<file path="config.mk">
export PLATFORM = sky130hd
export DESIGN_NAME = tdm_bit_aligner
export DESIGN_NICKNAME = d
export VERILOG_FILES = /design/src/rtl/aligner_pkg.sv /design/src/rtl/aligner_cfg.sv /design/src/rtl/aligner_phase.sv /design/src/rtl/aligner_count.sv /design/src/rtl/tdm_bit_aligner.sv
export SDC_FILE = /design/constraint.sdc
export NUM_CORES = 1
export LEC_CHECK = 0
export BUFFER_PORTS_ARGS = -buffer_cell sky130_fd_sc_hd__buf_2
export CELL_PAD_IN_SITES_DETAIL_PLACEMENT = 2
export CELL_PAD_IN_SITES_GLOBAL_PLACEMENT = 2
export CORE_UTILIZATION = 31
export DETAILED_ROUTE_END_ITERATION = 7
export PLACE_DENSITY_LB_ADDON = 0.15
export SLEW_MARGIN = 20
export SYNTH_ARGS = -nofsm -noshare
export SYNTH_HDL_FRONTEND = slang
export SYNTH_SLANG_ARGS = --single-unit
</file>
<file path="constraint.sdc">
create_clock -name clk -period 3.02 [get_ports clk]
set_input_delay 0.302 -clock clk [delete_from_list [all_inputs] [get_ports clk]]
set_output_delay 0.302 -clock clk [all_outputs]
set_load 0.005 [all_outputs]
</file>
<file path="src/rtl/aligner_pkg.sv">
package aligner_pkg;
  localparam int NRATES = 4;
  localparam int RS_W   = $clog2(NRATES);
  localparam int PH_W   = $clog2(4 << (NRATES - 1));
  localparam int DLY_W  = 3;
  localparam int SMP_W  = 2;
  localparam int RATE_W = 4;
  localparam int CFG_W  = DLY_W + SMP_W + RATE_W;
  localparam int REG_W  = 16;
  localparam int IDX_W  = 12;
  localparam int CNT_W  = IDX_W + 1;

  typedef struct packed {
    logic [DLY_W-1:0]  dly;
    logic [SMP_W-1:0]  smp;
    logic [RATE_W-1:0] rate;
  } cfg_t;

  // quarter number (1..4) that a sampling code selects
  function automatic logic [2:0] quarter_of(input logic fast, input logic [SMP_W-1:0] code);
    logic [2:0] q;
    if (fast) begin
      q = code[1] ? 3'd4 : 3'd2;
    end else begin
      case (code)
        2'b00:   q = 3'd3;
        2'b01:   q = 3'd1;
        2'b10:   q = 3'd2;
        default: q = 3'd4;
      endcase
    end
    return q;
  endfunction
endpackage

</file>
<file path="src/rtl/aligner_cfg.sv">
module aligner_cfg
  import aligner_pkg::*;
(
  input  logic             clk,
  input  logic             rst_n,
  input  logic             we,
  input  logic [REG_W-1:0] wdata,
  input  logic             frame_tick,
  output logic [REG_W-1:0] rdata,
  output cfg_t             act,
  output cfg_t             load
);
  cfg_t pend;

  // a write in the frame-tick cycle is forwarded into the load
  assign load  = we ? cfg_t'(wdata[CFG_W-1:0]) : pend;
  assign rdata = {{(REG_W-CFG_W){1'b0}}, pend};

  always_ff @(posedge clk or negedge rst_n) begin
    if (!rst_n) begin
      pend <= '0;
      act  <= '0;
    end else begin
      if (we)         pend <= cfg_t'(wdata[CFG_W-1:0]);
      if (frame_tick) act  <= load;
    end
  end
endmodule

</file>
<file path="src/rtl/aligner_phase.sv">
module aligner_phase
  import aligner_pkg::*;
(
  input  logic clk,
  input  logic rst_n,
  input  logic qtick,
  input  logic frame_tick,
  input  cfg_t act,
  output logic hit,
  output logic rate_ok
);
  logic [PH_W-1:0] ph, cur, tgt, last;
  logic [RS_W-1:0] sh;
  logic [2:0]      qsel;
  logic            synced;

  assign rate_ok = act.rate < RATE_W'(NRATES);
  assign sh      = RS_W'(NRATES - 1) - act.rate[RS_W-1:0];
  assign qsel    = quarter_of(act.rate[RS_W-1:0] == RS_W'(NRATES - 1), act.smp);
  assign tgt     = (PH_W'(qsel) << sh) - PH_W'(1);
  assign last    = (PH_W'(4) << sh) - PH_W'(1);

  always_comb begin
    if (frame_tick)     cur = '0;
    else if (ph == last) cur = '0;
    else                cur = ph + PH_W'(1);
  end

  assign hit = qtick && !frame_tick && synced && rate_ok && (cur == tgt);

  always_ff @(posedge clk or negedge rst_n) begin
    if (!rst_n) begin
      ph     <= '0;
      synced <= 1'b0;
    end else if (qtick) begin
      ph <= cur;
      if (frame_tick) synced <= 1'b1;
    end
  end
endmodule

</file>
<file path="src/rtl/aligner_count.sv">
module aligner_count
  import aligner_pkg::*;
(
  input  logic             clk,
  input  logic             rst_n,
  input  logic             frame_tick,
  input  logic [DLY_W-1:0] load_dly,
  input  logic             hit,
  input  logic             sdin,
  output logic             rx_bit,
  output logic             rx_valid,
  output logic [IDX_W-1:0] rx_idx,
  output logic             rx_chan_start
);
  logic [CNT_W-1:0] cnt;
  logic             live;

  // negative count marks cells still inside the delay
  assign live = hit && !cnt[CNT_W-1];

  always_ff @(posedge clk or negedge rst_n) begin
    if (!rst_n) begin
      cnt           <= '0;
      rx_bit        <= 1'b0;
      rx_valid      <= 1'b0;
      rx_idx        <= '0;
      rx_chan_start <= 1'b0;
    end else begin
      if (frame_tick) cnt <= CNT_W'(0) - CNT_W'(load_dly);
      else if (hit)   cnt <= cnt + CNT_W'(1);
      rx_valid      <= live;
      rx_chan_start <= live && (cnt[2:0] == 3'd0);
      if (live) begin
        rx_bit <= sdin;
        rx_idx <= cnt[IDX_W-1:0];
      end
    end
  end
endmodule

</file>
<file path="src/rtl/tdm_bit_aligner.sv">
module tdm_bit_aligner
  import aligner_pkg::*;
(
  input  logic             clk,
  input  logic             rst_n,
  input  logic             qtick,
  input  logic             frm_sync,
  input  logic             sdin,
  input  logic             cfg_we,
  input  logic [REG_W-1:0] cfg_wdata,
  output logic [REG_W-1:0] cfg_rdata,
  output logic             rx_bit,
  output logic             rx_valid,
  output logic [IDX_W-1:0] rx_idx,
  output logic             rx_chan_start
);
  logic frame_tick, hit, rate_ok;
  cfg_t act, load;

  assign frame_tick = qtick && frm_sync;

  aligner_cfg u_cfg (
    .clk(clk), .rst_n(rst_n), .we(cfg_we), .wdata(cfg_wdata),
    .frame_tick(frame_tick), .rdata(cfg_rdata), .act(act), .load(load)
  );

  aligner_phase u_phase (
    .clk(clk), .rst_n(rst_n), .qtick(qtick), .frame_tick(frame_tick),
    .act(act), .hit(hit), .rate_ok(rate_ok)
  );

  aligner_count u_count (
    .clk(clk), .rst_n(rst_n), .frame_tick(frame_tick), .load_dly(load.dly),
    .hit(hit), .sdin(sdin), .rx_bit(rx_bit), .rx_valid(rx_valid),
    .rx_idx(rx_idx), .rx_chan_start(rx_chan_start)
  );
endmodule

</file>
==> results.yml, run 1 <==
sta:
  final-setup-viol-count: 0
  layout_min_cycle_time_ns: 2.94
  slew_headroom: 0.597
  finalMaxSlewViolations: 0
  holdWs_ns: -0.0217
  hold_viol_final: 23
  fin_worst_skew_ns: 0.0113
  max_freq_ghz: 0.341
  setup_tns_ns: 0
  worst_pin_slew_ns: 0.600
  finalCritPeriodShare: 0.972
  rsz0062_at_grt: "no"
place:
  gp_congestion: 0.738
  io_buffers: 38
  hpwl_mm: 5.25
  placedCellCount: 415
synthesis:
  synth_edf_count: 0
  synth_ff_type: "dfrtp_1"
  syn_area_per_cell_sq_um: 10.0
  ys_seq_area_frac: 0.448
  syn_inst: 273
  synthSimpleGateAreaFrac: 0.225
  synth_seq_cells: 49
  synth_adder_area_share: 0.0229
  muxShareOfSynthArea: 0.107
  synth_cell_types: 56
  synthesis.area_sq_um: 2740
  synth-xor-area-share: 0.0192
  synth_top_family_by_area: "simple AND/OR/NAND/NOR gates"
  synth_compound_area_frac: 0.117
  ys_warn_count: 0
  async_flop_share: 1.00
critical_path:
  cp.arrival_ns: 3.13
  cp_top_family: "simple AND/OR/NAND/NOR gates"
  rr_startpoint: "u_cfg.act[5]"
  crit_fanout: 6
  end_kind: "flip-flop"
  slowest_stage: "or4_4"
  rr_worst_depth: 10
  crit_type: "flip-flop to flip-flop"
  cp.required_ns: 3.22
  critical_path_cell_count: 10
  critical_path_buf_inv_count: 2
  rr_endpoint: "u_count.rx_idx[3]"
  worstSetupStartpointType: "flip-flop"
  slowest_delay_ns: 0.52
  path_cells: "nand2b_4 > ha_4 > buf_4 > and4_1 > or4_4 > a211o_1 > a31o_4 > nor2_4 > clkbuf_16 > mux2_2"
  rrSetupSlack_ns: 0.08
clock_tree:
  root_buffer: "clkbuf_8"
  insertion_delay_ns: 0.31
  clkTransAtPathRegs_ns: 0.10
  h-tree-depth: 2
  clock-sinks: 49
  hold_buffers: 0
  cts_tree: "yes"
  clockBufferDepth: 2
  cts_buffers: 5
global_routing:
  overflow: 0
  grt_usage: 0.170
  antenna_found_initial: 0
  grt_max_degree: 30
  grt_pass1_vias: 2336
  grt_pass1_wl_mm: 11.7
final_layout:
  regArea_sq_um: 1230
  layout-drive-gt1-share: 0.308
  multiInputGateArea_sq_um: 1410
  final_net_count: 351
  area_delta_synth_final_pct: 19.6
  fin_cells: 430
  antennaDiodeCount: 0
  n_fill_cell: 947
floorplan:
  dieWidth_um: 95.9
  initial_utilization: 0.326
  fp-row-count: 33
  io_pins: 53
  dieArea_sq_um: 9200
  die_h_um: 95.9
  core_sq_um: 8380
power:
  internal_power_w: 0.00111
  leakage_nw: 1.50
  p_clk_frac: 0.262
  p_sw_w: 0.000503
  power_frac_comb: 0.242
  pwr-share-seq: 0.496
  power.density_nw_per_um2: 492
  p_sw_frac: 0.313
  peakVddDrop_uv: 209
job:
  cap_violations: 0
routing:
  drtIter0Drc: 94
  drt-pass1-iter-count: 4
  drt_wl_total_mm: 7.35
  routedWlPerCell_um: 17.1
  vias: 2229
  drt-vias-per-instance: 5.18
  drc: 0
  ant_nets: 0
outcome:
  status: "finished with violations"
  violations: "hold timing"
min_path:
  hp-class: "input port to async pin"
-- final cells by class --
type	count	area share
repair buffers	58	0.114
clock inverters	2	0.00421
clock buffers	6	0.0252
well taps	105	0.0402
multi-input cells	202	0.432
flip-flops and latches	49	0.375
inverters	8	0.00918
-- layer usage --
layer | up-vias | share of wire | GRT usage
met4 | 0 | 0.0074 | 0.0410
met2 | 39 | 0.47 | 0.289
met5 | - | 0 | 0
li1 | 1060 | - | -
met1 | 1125 | 0.49 | 0.226
met3 | 5 | 0.029 | 0.0261
-- synthesized netlist by cell type, drive strengths merged (5+ instances only) --
library cell	count	area, sq um
a211oi	8	60.1
o31ai	5	37.5
o21ai	7	35.0
ha	5	62.6
nand3	12	60.1
mux2	23	263
nand2	34	128
inv	8	30.0
clkbuf	6	22.5
and3	6	37.5
nor2	20	82.6
nor3	6	30.0
buf	14	106
dfrtp	49	1230
nand3b	6	45.0
-- how the worst max path moves through the flow --
stage                       startpoint                 end
after detailed placement  u_cfg.act[5]   u_count.rx_idx[4]
after global routing      u_cfg.act[5]      u_count.rx_bit
after floorplan           u_cfg.act[5]      u_count.rx_bit
after CTS                 u_cfg.act[5]  u_count.rx_idx[11]
final                     u_cfg.act[5]   u_count.rx_idx[3]
after global placement    u_cfg.act[5]   u_count.rx_idx[9]
-- power by group through the flow --
stage	Combinational, W	Clock [W]	Sequential [W]
2_1_floorplan	0.000240	0	0.000795
6_report	0.000389	0.000422	0.000799
3_3_place_gp	0.000347	0	0.000807
3_5_place_dp	0.000361	0	0.000811
5_1_grt	0.000432	0.000472	0.000813
4_1_cts	0.000368	0.000443	0.000798
-- cell families (layout without fill, tap and decap cells) --
family,after synthesis,in the layout
buf+inv,28,74
simple gates,115,115
xor+xnor,6,6
compound gates,42,42
mux,26,26
other cells,2,8
flops,49,49
fa+ha+maj,5,5
-- layout by cell type (no fill, tap or decap), types with 4 or more instances in the layout --
cell type	Yosys	final
a211oi_1	8	8
a21oi_1	4	4
and3_1	6	6
buf_2	1	38
buf_4	8	17
clkbuf_8	0	6
conb_1	2	8
dfrtp_1	49	49
ha_1	5	4
inv_1	8	8
mux2_2	22	20
nand2_1	34	34
nand3_1	12	12
nand3b_1	6	6
nor2_1	19	19
nor2b_1	4	4
nor3_1	6	6
o21ai_0	5	5
o31ai_1	5	5
xor2_1	4	4
-- through the flow --
stage	hold WS (ns)	cell area [sq um]	setup WS (ns)	total power [W]	util
after floorplan	0.00641	2760	0.00159	0.00103	-
after global placement	0.348	3060	0.0665	0.00115	0.365
after detailed placement	0.349	3060	-0.0198	0.00117	0.365
after CTS	0.00382	3180	0.00380	0.00161	0.379
after global routing	0.0157	3270	0.00580	0.00172	0.390
final	-0.0217	3270	0.0833	0.00161	0.390
-- state kept, by name (all words and copies together), names as in the netlist --
signal	count
u_cfg.act	6
u_cfg.rdata	9
u_count.cnt	13
u_count.rx_bit	1
u_count.rx_chan_start	1
u_count.rx_idx	12
u_count.rx_valid	1
u_phase.ph	5
u_phase.synced	1
-- timing repair --
item | CTS | global route
pin swaps | 1 | 6
setup endpoints to repair | 13 | 18
gates resized for setup | 1 | 8
buffers inserted | 2 | 4
gates cloned | 0 | 1
Note: power is estimated with default switching activity, not from simulation.
==> run 2: changes to the inputs <==
--- a/config.mk
+++ b/config.mk
@@ -5,12 +5,14 @@
 export SDC_FILE = /design/constraint.sdc
 export NUM_CORES = 1
 export LEC_CHECK = 0
+export ABC_AREA = 1
 export BUFFER_PORTS_ARGS = -buffer_cell sky130_fd_sc_hd__buf_2
 export CELL_PAD_IN_SITES_DETAIL_PLACEMENT = 2
 export CELL_PAD_IN_SITES_GLOBAL_PLACEMENT = 2
-export CORE_UTILIZATION = 31
+export CORE_UTILIZATION = 29
 export DETAILED_ROUTE_END_ITERATION = 7
 export PLACE_DENSITY_LB_ADDON = 0.15
+export RECOVER_POWER = 50
 export SLEW_MARGIN = 20
 export SYNTH_ARGS = -nofsm -noshare
 export SYNTH_HDL_FRONTEND = slang
==> run 2 against run 1 <==
  * Combinational power rose by 44%
  * Sequential power rose by 12%
  * Worst hold slack gained 0.26 ns
  * Via count increased by 16%
  * Clock skew shrank 0.0038 ns
  * Largest cell class unchanged
  * Synthesized cell count is 38% higher
  * Critical path depth grew 4
  * Critical path type unchanged
  * The run now ends clean
  * Register-to-register slack gained 0.25 ns
  * Non-clock buffer count shrank 13
  * Highest routed layer unchanged
  * Wire length up 11%
  * Global-route usage rose by 0.20 points
  * First-iteration DRC count fell by 34%
==> results.yml, run 2 <==
sta:
  slew_headroom: 0.291
  worst_pin_slew_ns: 1.06
  layout_min_cycle_time_ns: 2.69
  setup_tns_ns: 0
  finalCritPeriodShare: 0.890
  finalMaxSlewViolations: 0
  hold_viol_final: 0
  rsz0062_at_grt: "no"
  final-setup-viol-count: 0
  max_freq_ghz: 0.372
  fin_worst_skew_ns: 0.00753
  fin_ws_ns: 0.331
floorplan:
  fp-row-count: 36
  dieWidth_um: 102
  io_pins: 53
  core_sq_um: 9770
  dieArea_sq_um: 10400
  initial_utilization: 0.298
  die_h_um: 102
critical_path:
  end_kind: "flip-flop"
  cp.arrival_ns: 2.94
  cp.required_ns: 3.27
  slowest_stage: "dfrtp_1"
  crit_fanout: 14
  crit_type: "flip-flop to flip-flop"
  crit_top_cell: "nand2_1"
  worstSetupStartpointType: "flip-flop"
  slowest_delay_ns: 0.54
  path_cells: "inv_4 > nand2_1 > nand2_1 > nand3_1 > ha_1 > xor2_1 > nand4_1 > nor2_1 > nand3_2 > nor2_4 > nand3_4 > nand2_4 > nand2_1 > nand2_1"
routing:
  drt-pass1-iter-count: 4
  drc: 0
  routedWlPerCell_um: 14.8
  drtIter0Drc: 62
  vias: 2593
  ant_nets: 0
  drt_wl_total_mm: 8.12
  drt-vias-per-instance: 4.72
place:
  gp_congestion: 0.707
  place_worst_setup_slack_ns: 0.280
  io_buffers: 38
  hpwl_mm: 6.16
power:
  internal_power_w: 0.00122
  power_frac_comb: 0.289
  p_sw_w: 0.000724
  pwr-share-seq: 0.459
  p_clk_frac: 0.253
  peakVddDrop_uv: 189
  p_sw_frac: 0.372
  power.density_nw_per_um2: 588
  leakage_nw: 1.66
synthesis:
  synth_area_leaders: "dfrtp_1 42%, nand2_1 16%, nand3_1 6.0%"
  synthesis.area_sq_um: 2910
  async_flop_share: 1.00
  syn_inst: 376
  yosysTopAreaCell: "dfrtp_1"
  synth_cell_types: 36
  synth.most_common_cell: "nand2_1"
  syn_area_per_cell_sq_um: 7.75
  synth_edf_count: 0
  ys_seq_area_frac: 0.421
  synth_top_area_frac: 0.421
  synth_seq_cells: 49
  synthTopCellsByCount: "122 x nand2_1, 49 x dfrtp_1, 35 x nand3_1"
  ys_warn_count: 0
  synth_ff_type: "dfrtp_1"
clock_tree:
  clkTransAtPathRegs_ns: 0.10
  cts_tree: "yes"
  cts_buffers: 5
  hold_buffers: 1
  clock-sinks: 49
  ctsResizeCount: 0
  insertion_delay_ns: 0.31
  clockBufferDepth: 2
  h-tree-depth: 2
  cts_setup_buffers: 0
  root_buffer: "clkbuf_8"
final_layout:
  largest_register_ffs: 13
  final_common_cell: "nand2_1"
  top_register: "u_count.cnt"
  antennaDiodeCount: 0
  mostFrequentLayoutCells: "123 x nand2_1, 49 x dfrtp_1, 35 x inv_1, 35 x nand3_1, 23 x buf_2"
  utilization: 0.339
  final_net_count: 442
  area_delta_synth_final_pct: 13.6
  layout-drive-gt1-share: 0.161
global_routing:
  grt_pass1_wl_mm: 13.9
  grt_pass1_vias: 2757
  overflow: 0
  grt_max_degree: 32
  antenna_found_initial: 0
  grt_usage: 0.172
job:
  cap_violations: 0
outcome:
  status: "completed"
min_path:
  hp-class: "input port to flip-flop"
run 2: final timing paths:
path / start / to / slack, ns / cells past startpoint
hold reg to reg: u_count.rx_bit / u_count.rx_bit / 0.48 / 2
setup / recovery: u_cfg.act[1] / u_count.cnt[11] / 0.33 / 14
hold / removal: cfg_wdata[0] / u_cfg.rdata[0] / 0.24 / 2
min in group asynchronous: rst_n / u_count.rx_bit / 0.70 / 2
setup reg to reg: u_cfg.act[1] / u_count.cnt[11] / 0.33 / 14
max in group asynchronous: rst_n / u_count.cnt[7] / 0.95 / 3
run 2: power by group through the flow:
| stage | clock, W | sequential [W] | combinational (W) |
|---|---|---|---|
| 3_5_place_dp | 0 | 0.000907 | 0.000577 |
| 4_1_cts | 0.000513 | 0.000894 | 0.000584 |
| 2_1_floorplan | 0 | 0.000865 | 0.000417 |
| 5_1_grt | 0.000536 | 0.000910 | 0.000652 |
| 6_report | 0.000491 | 0.000892 | 0.000562 |
| 3_3_place_gp | 0 | 0.000902 | 0.000549 |
run 2: critical path: cells and delay by family, from the launching register on:
kind	cells	cell delay, ns
and+or+nand+nor	11	1.43
buffers and inverters	1	0.14
DFF	1	0.54
adders and majority gates	1	0.36
xor gates and xnor gates	1	0.15
run 2: metal layers:
layer  vias up  GRT usage  part of all wire
met2        32      0.285              0.47
met4         0     0.0396            0.0091
met3         6     0.0239             0.022
li1       1276          -                 -
met1      1279      0.236              0.50
met5         -          0                 0
run 2: kinds of logic (layout without fill, tap and decap cells):
logic type / after synthesis / count (layout) / synth area share
mux: 6 / 6 / 0.0232
flops: 49 / 49 / 0.421
simple gates: 216 / 216 / 0.355
xor+xnor: 7 / 7 / 0.0210
other cells: 2 / 8 / 0.00258
buf+inv: 60 / 94 / 0.0975
fa+ha+maj: 5 / 5 / 0.0215
compound gates: 31 / 31 / 0.0580
run 2: through the flow:
stage | total power, W | hold WS, ns | cells | cell area [sq um]
2_1_floorplan | 0.00128 | 0.00641 | 382 | 2940
3_3_place_gp | 0.00145 | 0.276 | 540 | 3220
3_5_place_dp | 0.00148 | 0.278 | 540 | 3220
4_1_cts | 0.00199 | 0.228 | 549 | 3340
5_1_grt | 0.00210 | 0.235 | 549 | 3310
6_report | 0.00195 | 0.238 | 549 | 3310
run 2: final cells by class:
cell class / count / area, sq um
Clock buffer: 6 / 72.6
Clock inverter: 2 / 38.8
Fill cell: 1181 / 6460
Inverter: 41 / 156
Multi-Input combinational cell: 273 / 1430
Sequential cell: 49 / 1230
Tap cell: 133 / 166
Timing Repair Buffer: 45 / 220
==> run 3: changes to the inputs <==
--- a/config.mk
+++ b/config.mk
@@ -11,9 +11,11 @@
 export CELL_PAD_IN_SITES_GLOBAL_PLACEMENT = 2
 export CORE_UTILIZATION = 29
 export DETAILED_ROUTE_END_ITERATION = 7
+export MAX_ROUTING_LAYER = met4
 export PLACE_DENSITY_LB_ADDON = 0.15
 export RECOVER_POWER = 50
 export SLEW_MARGIN = 20
 export SYNTH_ARGS = -nofsm -noshare
 export SYNTH_HDL_FRONTEND = slang
 export SYNTH_SLANG_ARGS = --single-unit
+export TNS_END_PERCENT = 1
==> run 3 against run 2 <==
  * Critical path depth stayed put
  * Wire length is 0.15% lower
  * Core utilization stayed put
  * Largest cell class unchanged
  * Maximum frequency about the same
  * Sequential cell count unchanged
  * Critical path type unchanged
  * Highest routed layer unchanged
  * Setup slack better by 0.0013 ns
  * Non-clock buffer count did not move
  * Count of clock-buffer cells in the layout did not move
==> results.yml, run 3 (synthesis gave the netlist of run 2 again) <==
sta:
  rsz0062_at_grt: "no"
  finalMaxSlewViolations: 0
  layout_min_cycle_time_ns: 2.69
  final-setup-viol-count: 0
  setup_tns_ns: 0
  worst_pin_slew_ns: 1.06
  hold_viol_final: 0
  fin_worst_skew_ns: 0.00573
  slew_headroom: 0.291
  finalCritPeriodShare: 0.890
  holdWs_ns: 0.239
  max_freq_ghz: 0.372
global_routing:
  use_met3: 0.0226
  overflow: 0
  grt_max_degree: 32
  antenna_found_initial: 0
  use_met1: 0.237
  use_met2: 0.285
  grt_usage: 0.177
  grt_pass1_wl_mm: 13.9
  grt_pass1_vias: 2761
  top_usage_layer: "met2"
place:
  io_buffers: 38
  hpwl_mm: 6.16
  dpl_cell_area_sq_um: 3220
  gp_congestion: 0.715
clock_tree:
  h-tree-depth: 2
  cts_buffers: 5
  cts_tree: "yes"
  insertion_delay_ns: 0.31
  clkTransAtPathRegs_ns: 0.10
  clock-sinks: 49
  cts_setup_buffers: 0
  clockBufferDepth: 2
  root_buffer: "clkbuf_8"
critical_path:
  cp.arrival_ns: 2.94
  worstSetupStartpointType: "flip-flop"
  slowest_delay_ns: 0.54
  crit_top_cell: "nand2_1"
  crit_fanout: 14
  cp.required_ns: 3.27
  end_kind: "flip-flop"
  slowest_stage: "dfrtp_1"
  crit_type: "flip-flop to flip-flop"
  path_cells: "inv_4 > nand2_1 > nand2_1 > nand3_1 > ha_1 > xor2_1 > nand4_1 > nor2_1 > nand3_2 > nor2_4 > nand3_4 > nand2_4 > nand2_1 > nand2_1"
power:
  power.density_nw_per_um2: 587
  peakVddDrop_uv: 189
  leakage_nw: 1.66
routing:
  vias: 2593
  drtIter0Drc: 55
  drt-pass1-iter-count: 6
  ant_nets: 0
  drt-vias-per-instance: 4.72
  drc: 0
  drt_wl_total_mm: 8.11
  routedWlPerCell_um: 14.8
floorplan:
  fp-row-count: 36
  core_sq_um: 9770
  io_pins: 53
  initial_utilization: 0.298
  die_h_um: 102
  dieArea_sq_um: 10400
  dieWidth_um: 102
final_layout:
  final_net_count: 442
  largest_register_ffs: 13
  antennaDiodeCount: 0
  layout-drive-gt1-share: 0.161
  mostFrequentLayoutCells: "123 x nand2_1, 49 x dfrtp_1, 35 x inv_1, 35 x nand3_1, 23 x buf_2"
  final_common_cell: "nand2_1"
  area_delta_synth_final_pct: 13.6
  final_area_sq_um: 3310
  top_register: "u_count.cnt"
outcome:
  status: "completed"
min_path:
  hp-class: "input port to flip-flop"
job:
  cap_violations: 0
run 3: report_power, final:
| group | total [W] | switching (W) | internal, W |
|---|---|---|---|
| Combinational | 0.000562 | 0.000354 | 0.000208 |
| Clock | 0.000489 | 0.000240 | 0.000249 |
| Sequential | 0.000892 | 0.000128 | 0.000765 |
run 3: area by class of cell:
type | count | area (sq um)
Fill cell | 1181 | 6460
Multi-Input combinational cell | 273 | 1430
Sequential cell | 49 | 1230
Timing Repair Buffer | 45 | 220
Tap cell | 133 | 166
Inverter | 41 | 156
Clock buffer | 6 | 72.6
Clock inverter | 2 | 38.8
run 3: critical path: cells and delay by family (launching register included):
family | cells | cell delay [ns]
AND/OR/NAND/NOR | 11 | 1.43
flip-flops | 1 | 0.54
adder cells (fa/ha/maj) | 1 | 0.36
XOR/XNOR | 1 | 0.15
buffers and inverters | 1 | 0.14
run 3: final timing paths:
| check | from | to | slack (ns) | cells past startpoint |
|---|---|---|---|---|
| setup / recovery | u_cfg.act[1] | u_count.cnt[11] | 0.33 | 14 |
| hold / removal | cfg_wdata[1] | u_cfg.rdata[1] | 0.24 | 2 |
| setup reg to reg | u_cfg.act[1] | u_count.cnt[11] | 0.33 | 14 |
| hold reg to reg | u_count.rx_bit | u_count.rx_bit | 0.48 | 2 |
| max in group asynchronous | rst_n | u_count.cnt[7] | 0.95 | 3 |
| min in group asynchronous | rst_n | u_count.rx_bit | 0.70 | 2 |
run 3: repair_timing:
| item | in CTS | in global routing |
|---|---|---|
| hold buffers | 1 | 0 |
| endpoints found under the hold margin | 18 | 0 |
| gates resized for setup | 0 | 0 |
run 3: per-layer routing:
metal | part of all wire | up-vias | routed length (um)
met2 | 0.47 | 33 | 3790
met5 | 0 | - | 0
li1 | - | 1276 | -
met3 | 0.021 | 7 | 168
met4 | 0.0078 | 0 | 63
met1 | 0.50 | 1277 | 4080
run 3: per-stage QoR:
step / power (W) / util / instances / setup slack [ns]
2_1_floorplan: 0.00128 / - / 382 / 0.827
3_3_place_gp: 0.00145 / 0.329 / 540 / 0.366
3_5_place_dp: 0.00148 / 0.329 / 540 / 0.280
4_1_cts: 0.00199 / 0.341 / 549 / 0.260
5_1_grt: 0.00210 / 0.339 / 549 / 0.00838
6_report: 0.00194 / 0.339 / 549 / 0.333
